## src/rtl/capctl_pkg.sv

```systemverilog
package capctl_pkg;
    typedef enum logic [1:0] {
        ST_IDLE = 2'd0,
        ST_RUN  = 2'd1,
        ST_POST = 2'd2,
        ST_STOP = 2'd3
    } cap_state_e;

    // mode write bit positions
    localparam int MB_WEN    = 0;
    localparam int MB_REN    = 1;
    localparam int MB_TRST   = 2;
    localparam int MB_TEN    = 3;
    localparam int MB_FSTOP  = 4;
    localparam int MB_SWTRIG = 5;
    localparam int MB_INIT   = 7;

    // status bit positions
    localparam int SB_WEN   = 0;
    localparam int SB_REN   = 1;
    localparam int SB_TEN   = 3;
    localparam int SB_ROUND = 4;
    localparam int SB_TRIG  = 5;
    localparam int SB_POST  = 6;
endpackage

```

## src/rtl/capctl_addr_watch.sv

```systemverilog
module capctl_addr_watch #(
    parameter int ADDR_W = 24,
    parameter int EVT_W  = 9
) (
    input  logic              clk,
    input  logic              rst_n,
    input  logic [ADDR_W-1:0] wr_addr,
    output logic              row_step,
    output logic              wrap_step
);
    localparam int ROW_LSB = EVT_W;

    logic [ADDR_W-1:0] prev_addr;

    always_ff @(posedge clk or negedge rst_n) begin
        if (!rst_n) prev_addr <= '0;
        else        prev_addr <= wr_addr;
    end

    assign row_step  = prev_addr[ADDR_W-1:ROW_LSB] != wr_addr[ADDR_W-1:ROW_LSB];
    assign wrap_step = (&prev_addr) && (wr_addr == '0);
endmodule

```

## src/rtl/capctl_fsm.sv

```systemverilog
module capctl_fsm
    import capctl_pkg::*;
#(
    parameter int POST_W = 15
) (
    input  logic              clk,
    input  logic              rst_n,
    input  logic              mode_wr,
    input  logic [7:0]        mode_wdata,
    input  logic              post_wr,
    input  logic [POST_W-1:0] post_wdata,
    input  logic              trig_hit,
    input  logic              row_step,
    input  logic              wrap_step,
    output logic              mem_wr_en,
    output logic              mem_rd_en,
    output logic              mem_init,
    output logic [7:0]        status,
    output logic              trig_latch,
    output logic              stop_latch
);
    cap_state_e state, nstate;
    logic ren_q, ten_q, round_q, trgd_q, pdone_q;
    logic [POST_W-1:0] post_rows, cnt;

    logic capturing, w_wen, w_trst, w_fstop, w_sw, w_ten;
    logic force_go, trig_go, zero_post, post_end;

    assign capturing = (state == ST_RUN) || (state == ST_POST);
    assign w_wen     = mode_wdata[MB_WEN];
    assign w_trst    = mode_wr && mode_wdata[MB_TRST];
    assign w_fstop   = mode_wdata[MB_FSTOP];
    assign w_sw      = mode_wdata[MB_SWTRIG];
    assign w_ten     = mode_wdata[MB_TEN];
    assign zero_post = (post_rows == '0);

    assign force_go = mode_wr && w_fstop && capturing;
    assign trig_go  = (state == ST_RUN) && !trgd_q &&
                      ((mode_wr && !w_fstop && !mode_wdata[MB_TRST] && w_sw && w_ten) ||
                       (!mode_wr && ten_q && trig_hit));
    assign post_end = (state == ST_POST) && !mode_wr && row_step && (cnt == POST_W'(1));

    // state register
    always_ff @(posedge clk or negedge rst_n) begin
        if (!rst_n) state <= ST_IDLE;
        else        state <= nstate;
    end

    // next state
    always_comb begin
        nstate = state;
        unique case (state)
            ST_IDLE: begin
                if (mode_wr && w_wen && !w_fstop) nstate = ST_RUN;
            end
            ST_RUN: begin
                if (force_go)                   nstate = ST_STOP;
                else if (w_trst)                nstate = w_wen ? ST_RUN : ST_IDLE;
                else if (trig_go)               nstate = zero_post ? ST_STOP : ST_POST;
                else if (mode_wr && !w_wen)     nstate = ST_IDLE;
            end
            ST_POST: begin
                if (force_go)                   nstate = ST_STOP;
                else if (w_trst)                nstate = w_wen ? ST_RUN : ST_IDLE;
                else if (mode_wr && !w_wen)     nstate = ST_IDLE;
                else if (post_end)              nstate = ST_STOP;
            end
            ST_STOP: begin
                if (mode_wr && w_wen && !w_fstop) nstate = ST_RUN;
                else if (mode_wr && !w_wen)       nstate = ST_IDLE;
            end
        endcase
    end

    // outputs
    always_comb begin
        mem_wr_en  = capturing;
        mem_rd_en  = ren_q;
        trig_latch = trig_go;
        stop_latch = force_go || (trig_go && zero_post) || post_end;
        status     = '0;
        status[SB_WEN]   = capturing;
        status[SB_REN]   = ren_q;
        status[SB_TEN]   = ten_q;
        status[SB_ROUND] = round_q;
        status[SB_TRIG]  = trgd_q;
        status[SB_POST]  = pdone_q;
    end

    // flags, counters and mode fields
    always_ff @(posedge clk or negedge rst_n) begin
        if (!rst_n) begin
            ren_q     <= 1'b0;
            ten_q     <= 1'b0;
            mem_init  <= 1'b0;
            round_q   <= 1'b0;
            trgd_q    <= 1'b0;
            pdone_q   <= 1'b0;
            post_rows <= '0;
            cnt       <= '0;
        end else begin
            mem_init <= mode_wr && mode_wdata[MB_INIT];
            if (mode_wr) begin
                ren_q <= mode_wdata[MB_REN];
                ten_q <= w_ten;
            end
            if (w_trst) begin
                round_q <= 1'b0;
                trgd_q  <= 1'b0;
                pdone_q <= 1'b0;
            end else begin
                if (wrap_step && capturing)                 round_q <= 1'b1;
                if (trig_go)                                trgd_q  <= 1'b1;
                if ((trig_go && zero_post) || post_end)     pdone_q <= 1'b1;
            end
            if (post_wr) post_rows <= post_wdata;
            if (trig_go)
                cnt <= post_rows;
            else if ((state == ST_POST) && !mode_wr && row_step)
                cnt <= cnt - POST_W'(1);
        end
    end
endmodule

```

## src/rtl/capctl_pos_regs.sv

```systemverilog
module capctl_pos_regs #(
    parameter int ADDR_W = 24,
    parameter int RS_W   = 3
) (
    input  logic              clk,
    input  logic              rst_n,
    input  logic [ADDR_W-1:0] wr_addr,
    input  logic              trig_latch,
    input  logic              stop_latch,
    input  logic [7:0]        status,
    input  logic [RS_W-1:0]   rd_sel,
    output logic [7:0]        rd_byte
);
    localparam int NB    = (ADDR_W + 7) / 8;
    localparam int SLOTS = 2 * NB + 1;

    logic [ADDR_W-1:0] trig_pos, stop_pos;
    logic [NB*8-1:0]   tpad, spad;
    logic [7:0]        slots [SLOTS];

    always_ff @(posedge clk or negedge rst_n) begin
        if (!rst_n) begin
            trig_pos <= '0;
            stop_pos <= '0;
        end else begin
            if (trig_latch) trig_pos <= wr_addr;
            if (stop_latch) stop_pos <= wr_addr;
        end
    end

    assign tpad = (NB*8)'(trig_pos);
    assign spad = (NB*8)'(stop_pos);

    for (genvar k = 0; k < NB; k++) begin : g_bytes
        assign slots[k]      = tpad[8*k +: 8];
        assign slots[NB + k] = spad[8*k +: 8];
    end
    assign slots[2*NB] = status;

    always_comb begin
        rd_byte = 8'h00;
        for (int i = 0; i < SLOTS; i++)
            if (int'(rd_sel) == i) rd_byte = slots[i];
    end
endmodule

```

## src/rtl/capture_ctrl.sv

```systemverilog
module capture_ctrl #(
    parameter int ADDR_W = 24,
    parameter int EVT_W  = 9,
    parameter int POST_W = ADDR_W - EVT_W,
    parameter int RS_W   = 3
) (
    input  logic              clk,
    input  logic              rst_n,
    input  logic              mode_wr,
    input  logic [7:0]        mode_wdata,
    input  logic              post_wr,
    input  logic [POST_W-1:0] post_wdata,
    input  logic              trig_hit,
    input  logic [ADDR_W-1:0] wr_addr,
    input  logic [RS_W-1:0]   rd_sel,
    output logic [7:0]        rd_byte,
    output logic [7:0]        status,
    output logic              mem_wr_en,
    output logic              mem_rd_en,
    output logic              mem_init
);
    logic row_step, wrap_step, trig_latch, stop_latch;

    capctl_addr_watch #(.ADDR_W(ADDR_W), .EVT_W(EVT_W)) u_watch (
        .clk       (clk),
        .rst_n     (rst_n),
        .wr_addr   (wr_addr),
        .row_step  (row_step),
        .wrap_step (wrap_step)
    );

    capctl_fsm #(.POST_W(POST_W)) u_fsm (
        .clk        (clk),
        .rst_n      (rst_n),
        .mode_wr    (mode_wr),
        .mode_wdata (mode_wdata),
        .post_wr    (post_wr),
        .post_wdata (post_wdata),
        .trig_hit   (trig_hit),
        .row_step   (row_step),
        .wrap_step  (wrap_step),
        .mem_wr_en  (mem_wr_en),
        .mem_rd_en  (mem_rd_en),
        .mem_init   (mem_init),
        .status     (status),
        .trig_latch (trig_latch),
        .stop_latch (stop_latch)
    );

    capctl_pos_regs #(.ADDR_W(ADDR_W), .RS_W(RS_W)) u_pos (
        .clk        (clk),
        .rst_n      (rst_n),
        .wr_addr    (wr_addr),
        .trig_latch (trig_latch),
        .stop_latch (stop_latch),
        .status     (status),
        .rd_sel     (rd_sel),
        .rd_byte    (rd_byte)
    );
endmodule

```

## config.mk

```make
export PLATFORM = sky130hd
export DESIGN_NAME = capture_ctrl
export DESIGN_NICKNAME = d
export VERILOG_FILES = /design/src/rtl/capctl_pkg.sv /design/src/rtl/capctl_addr_watch.sv /design/src/rtl/capctl_fsm.sv /design/src/rtl/capctl_pos_regs.sv /design/src/rtl/capture_ctrl.sv
export SDC_FILE = /design/constraint.sdc
export NUM_CORES = 1
export LEC_CHECK = 0
export ABC_AREA = 1
export BUFFER_PORTS_ARGS = -buffer_cell sky130_fd_sc_hd__buf_2
export CORE_MARGIN = 4
export CORE_UTILIZATION = 58
export CTS_CLUSTER_DIAMETER = 150
export CTS_CLUSTER_SIZE = 25
export DETAILED_ROUTE_END_ITERATION = 10
export GPL_ROUTABILITY_DRIVEN = 0
export PLACE_DENSITY = 0.8
export SYNTH_ARGS = -nofsm -noshare
export SYNTH_HDL_FRONTEND = slang
export SYNTH_HIERARCHICAL = 1
export SYNTH_SLANG_ARGS = --single-unit
```

## constraint.sdc

```tcl
create_clock -name clk -period 2.3 [get_ports clk]
set_input_delay 0.115 -clock clk [delete_from_list [all_inputs] [get_ports clk]]
set_output_delay 0.115 -clock clk [all_outputs]
set_load 0.1 [all_outputs]
```

==> flow_metrics.tcl, run 1 <==
set metrics [dict create \
    status "finished, final reports clean" \
    ys_top_cells_by_count "nand2_1, dfrtp_1, inv_1" \
    clockBufferDepth 2 \
    cts_setup_buffers 0 \
    synth.largest_area_cell "dfrtp_1" \
    synthTopCellsByArea "dfrtp_1, nand2_1, mux2_2" \
    nFillCells 671 \
    power.switching_w 0.00266 \
    vdd_drop_max_mv 0.596 \
    postSynthAreaPerCell_um2 8.85 \
    track_usage 0.239 \
    vias 4634 \
    core_region_area_um2 9280 \
    max_freq_mhz 468 \
    wirelength_mm 13.2 \
    clock_power_share 0.181 \
    drv_cap 0 \
    synth.distinct_cells 38 \
    drv_slew 0 \
    grt_max_degree 59 \
    antenna_found_initial 0 \
    clock-root-buffer "clkbuf_8" \
    fp.dieH_um 106 \
    wl_per_cell_um 15.2 \
    power_density_nw_per_um2 985 \
    swShare 0.404 \
    ys_warn_count 6 \
    diodes 0 \
    ys_seq_area_frac 0.495 \
    dr.pass1.iters 5 \
    drive_gt1_frac 0.212 \
    h-tree-depth 3 \
    crit_fanout 16 \
    dp.final_hpwl_mm 8.99 \
    drt_first_iter_violations 266 \
    fin_nets 796 \
    die_x_um 106 \
    clkSinkCount 110 \
    top_usage_layer "met2" \
    ys_ff_latch 110 \
    finalSetupViolations 0 \
    worst_slew_pin_slew_ps 593 \
    clock_latency_ps 370 \
    route.detailed.drc 0 \
    synth_edf_count 0 \
    start_util 0.599 \
    cts_tree "done" \
    hold_viol_final 0 \
    cp_slowest_cell "dlygate4sd3_1" \
    use_met3 0.0358 \
    ios 74 \
    drtAntennaViolNets 0 \
    slew_headroom 0.604 \
    skew_ps 8.66 \
    rsz0062_at_grt "no" \
    dieArea_um2 11200 \
    port_buffers 70 \
    post-route-period-util 0.930 \
    grt_pass1_vias 4637 \
    async_flop_share 1.00 \
    p_leak_nw 3.26 \
    utilization 0.719 \
    start_kind "input port" \
    worst_setup_path_end_kind "flop" \
    critPathBufInv 4 \
    rows 35 \
    grt.met1_usage 0.289 \
    worstPathRequired_ps 2560 \
    clk_pin_slew_ps 100 \
    synthesis.area_um2 5560 \
    worstPathCellList "dlygate4sd3_1 > buf_2 > inv_1 > nand2_1 > o21ai_0 > nor2_1 > nand2_1 > nor2_1 > nand2_2 > nand3_4 > nor3_2 > nand3_2 > nand3_4 > buf_12 > mux2_1" \
    slowest_delay_ps 550 \
    min_period_ps 2140 \
    vias_per_cell 5.34 \
    synth.most_common_cell "nand2_1" \
    p_int_w 0.00392 \
    use_met2 0.434 \
    fin_setup_tns_ps 0 \
    comb_power_share 0.372 \
    seq_power_share 0.447 \
    critPathTopFamily "buffers and inverters" \
    synth_top_area_share 0.495 \
    grt_first_pass_wirelength_mm 21.6 \
    worst_hold_path_type "in2reg" \
    area_growth_pct 20.0 \
    grt_overflow_total 0 \
    synth_ff_type "dfrtp_1" \
    synthCells 628 \
    criticalPathCategory "in2reg" \
    worstPathArrival_ps 2390 \
    cts_buffers 9 \
]
-- layout by cell type, fill, tap and decap left out, drive strengths merged --
cell type	netlist	final
mux2	43	43
dlygate4sd3	0	43
buf	20	75
clkbuf	5	10
a31oi	1	1
clkinv	0	1
a21oi	6	6
xor2	7	7
conb	1	2
clkinvlp	0	2
nor2	72	72
nor4	1	1
o22ai	1	1
bufinv	0	1
nand2	157	157
nand3b	1	1
dfrtp	110	110
o221ai	6	6
nand3	30	30
o211ai	3	3
ha	7	7
o21ai	34	34
inv	83	86
nor3	9	9
nand4	29	29
xnor2	2	2
-- tightest hold or removal path: stages --
cell and delay, ps:
buf_2 170, nand2_1 70, inv_1 30
-- power by group through the flow --
stage | sequential, W | clock (W) | combinational (W)
CTS | 0.00292 | 0.00121 | 0.00242
finish | 0.00294 | 0.00119 | 0.00245
global route | 0.00300 | 0.00130 | 0.00266
detailed placement | 0.00296 | 0 | 0.00235
floorplan | 0.00286 | 0 | 0.00192
global placement | 0.00292 | 0 | 0.00226
-- per-layer routing --
layer  vias to the layer above  part of all wire
met2                       167              0.52
met1                      2209              0.40
met3                        25             0.054
met5                         -                 0
li1                       2233                 -
met4                         0             0.024
-- sequential cells by signal (all words and copies together), names as in the netlist --
register and cells:
u_fsm/mem_init 1, u_fsm/cnt 15, u_fsm/mem_rd_en 1, u_fsm/pdone_q 1, u_fsm/trgd_q 1, u_pos/spad 24
u_watch/prev_addr 24, u_pos/tpad 24, u_fsm/post_rows 15, u_fsm/ten_q 1, u_fsm/state 2, u_fsm/round_q 1
-- cell families after synthesis --
kind of cell               synth area share
AOI/OAI and AO/OA                    0.0545
muxes                                0.0871
and+or+nand+nor                       0.246
xor gates and xnor gates             0.0142
other                              0.000675
DFF                                   0.495
buffers and inverters                0.0862
adders and majority gates            0.0158
-- area by class of cell --
class | count | area [um2] | share of cell area
Clock inverter | 7 | 78.8 | 0.0118
Clock buffer | 9 | 124 | 0.0186
Inverter | 83 | 322 | 0.0482
Sequential cell | 110 | 2750 | 0.413
Multi-Input combinational cell | 411 | 2360 | 0.354
Tap cell | 129 | 161 | 0.0242
Timing Repair Buffer | 119 | 871 | 0.131
-- per-stage QoR --
step	setup slack, ps	total power (W)	std cells	area [um2]	hold WS, ps
finish	161	0.00657	868	6670	45.8
global route	28.3	0.00695	868	6670	34.0
CTS	100	0.00655	867	6630	28.8
detailed placement	121	0.00531	808	5990	130
global placement	203	0.00519	808	5990	132
floorplan	32.7	0.00478	629	5570	-181
-- repair_timing --
action | in CTS | in global routing
endpoints found under the hold margin | 86 | 0
setup endpoints to repair | 0 | 16
hold buffers | 43 | 0
gates resized for setup | 0 | 4
-- worst paths after layout --
kind	endpoint	startpoint	depth (start not counted)	slack (ps)
max in group asynchronous	u_fsm/cnt[7]	rst_n	3	1350
min in group asynchronous	u_watch/prev_addr[17]	rst_n	2	250
setup reg to reg	u_pos/spad[10]	u_fsm/state[0]	8	160
hold reg to reg	u_fsm/cnt[2]	u_fsm/post_rows[2]	2	500
hold / removal	u_fsm/mem_init	mode_wr	3	50
setup / recovery	u_pos/spad[10]	wr_addr[16]	15	160
No activity file was read; power rests on OpenSTA's default activity.
==> inputs of run 2 (changes only) <==
--- a/config.mk
+++ b/config.mk
@@ -8,12 +8,12 @@
 export ABC_AREA = 1
 export BUFFER_PORTS_ARGS = -buffer_cell sky130_fd_sc_hd__buf_2
 export CORE_MARGIN = 4
-export CORE_UTILIZATION = 58
+export CORE_UTILIZATION = 57
 export CTS_CLUSTER_DIAMETER = 150
 export CTS_CLUSTER_SIZE = 25
 export DETAILED_ROUTE_END_ITERATION = 10
 export GPL_ROUTABILITY_DRIVEN = 0
-export PLACE_DENSITY = 0.8
+export PLACE_DENSITY = 0.78
 export SYNTH_ARGS = -nofsm -noshare
 export SYNTH_HDL_FRONTEND = slang
 export SYNTH_HIERARCHICAL = 1
==> flow_metrics.tcl, run 2 (synthesized netlist as in run 1, its figures left out) <==
set metrics [dict create \
    r2r_slack_ps 140 \
    r2r-end "u_pos/spad[23]" \
    r2r_cells 8 \
    min-delay-start "mode_wr" \
    worst_slew_pin_slew_ps 620 \
    cts_tree "done" \
    min_period_ps 2200 \
    area_growth_pct 20.1 \
    grt_first_pass_wirelength_mm 21.9 \
    track_usage 0.242 \
    drv_slew 0 \
    p_leak_nw 3.26 \
    hold_end "u_fsm/mem_init" \
    clock-root-buffer "clkbuf_8" \
    vias_per_cell 5.31 \
    crit_fanout 16 \
    drive_gt1_frac 0.212 \
    post-route-period-util 0.955 \
    vdd_drop_max_mv 0.517 \
    dr.pass1.iters 5 \
    cts_setup_buffers 0 \
    status "finished, final reports clean" \
    start_util 0.593 \
    grt_overflow_total 0 \
    route.detailed.drc 0 \
    grt_pass1_vias 4694 \
    slew_headroom 0.587 \
    wirelength_mm 13.4 \
    dp.final_hpwl_mm 9.32 \
    dieArea_um2 11400 \
    finalNonFillerCells 869 \
    core_region_area_um2 9370 \
    drt_first_iter_violations 253 \
    min_path_cells 3 \
    clkSinkCount 110 \
    fin_setup_tns_ps 0 \
    startpoint "wr_addr[19]" \
    layout_commonest_cell "nand2_1" \
    cts_buffers 9 \
    worst_setup_path_end_kind "flop" \
    skew_ps 15.9 \
    antenna_found_initial 0 \
    finalSetupViolations 0 \
    worstPathArrival_ps 2460 \
    hold_viol_final 0 \
    diodes 0 \
    clk_pin_slew_ps 110 \
    most-common-layout-cells "nand2_1, dfrtp_1, inv_1, buf_2, nor2_1" \
    die_x_um 107 \
    clock_latency_ps 380 \
    fp.dieH_um 107 \
    clockBufferDepth 2 \
    rows 35 \
    h-tree-depth 3 \
    port_buffers 70 \
    vias 4615 \
    drv_cap 0 \
    fin_nets 797 \
    criticalPathCategory "in2reg" \
    drtAntennaViolNets 0 \
    dp.cells 809 \
    ios 74 \
    wl_per_cell_um 15.4 \
    worst_hold_path_type "in2reg" \
    r2r_start "u_fsm/state[0]" \
    worstPathRequired_ps 2570 \
    power_density_nw_per_um2 979 \
    start_kind "input port" \
    max_freq_mhz 455 \
    grt_max_degree 54 \
]
## run 2: power by group
| group | switching (W) | total, W | internal [W] | leakage [nW] |
|---|---|---|---|---|
| clock | 0.000722 | 0.00115 | 0.000429 | 0.0979 |
| combinational | 0.00160 | 0.00246 | 0.000853 | 1.84 |
| sequential | 0.000385 | 0.00293 | 0.00254 | 1.32 |
| total | 0.00271 | 0.00654 | 0.00383 | 3.26 |
## run 2: worst max-delay path by stage
stage / endpoint / slack, ps / cells past startpoint
CTS: u_pos/spad[23] / 80 / 15
detailed placement: u_pos/spad[8] / 100 / 8
floorplan: rd_byte[1] / 30 / 3
global route: u_pos/spad[23] / -0.6 / 15
finish: u_pos/spad[23] / 100 / 15
global placement: u_pos/spad[23] / 190 / 8
## run 2: layout make-up
class | count | area (um2)
clock buffers | 9 | 124
clock inverters | 7 | 77.6
fillers | 710 | 2700
inverters | 83 | 322
multi-input cells | 411 | 2360
flip-flops and latches | 110 | 2750
well taps | 129 | 161
repair buffers | 120 | 878
## run 2: metrics by stage
| step | area (um2) | util | setup WS, ps | hold WS (ps) | total power (W) |
|---|---|---|---|---|---|
| finish | 6680 | 0.712 | 103 | 32.0 | 0.00654 |
| CTS | 6630 | 0.708 | 82.2 | 21.2 | 0.00652 |
| detailed placement | 6000 | 0.640 | 99.3 | 173 | 0.00532 |
| floorplan | 5570 | - | 32.7 | -181 | 0.00478 |
| global route | 6680 | 0.712 | -0.610 | 36.9 | 0.00693 |
| global placement | 6000 | 0.640 | 191 | 168 | 0.00519 |
## run 2: metal layers
| layer | part of all wire | GRT usage |
|---|---|---|
| met5 | 0 | 0 |
| met4 | 0.030 | 0.0968 |
| met3 | 0.050 | 0.0452 |
| met2 | 0.52 | 0.431 |
| met1 | 0.40 | 0.288 |
## run 2: repair_timing
item                                    in CTS  in global routing
resized for setup                            0                  4
endpoints found under the setup margin       0                 16
hold buffers                                43                  0
endpoints found under the hold margin       94                  0
## run 2: worst max-delay path, stage by stage
cell	delay, ps
dlygate4sd3_1	540
buf_2	160
inv_1	50
nand2_1	70
o21ai_1	90
nor2_1	80
nand2_1	70
nor2_1	40
nand2_1	150
nand3_4	140
nor3_2	140
nand3_2	140
nand3_4	150
buf_12	170
mux2_2	340
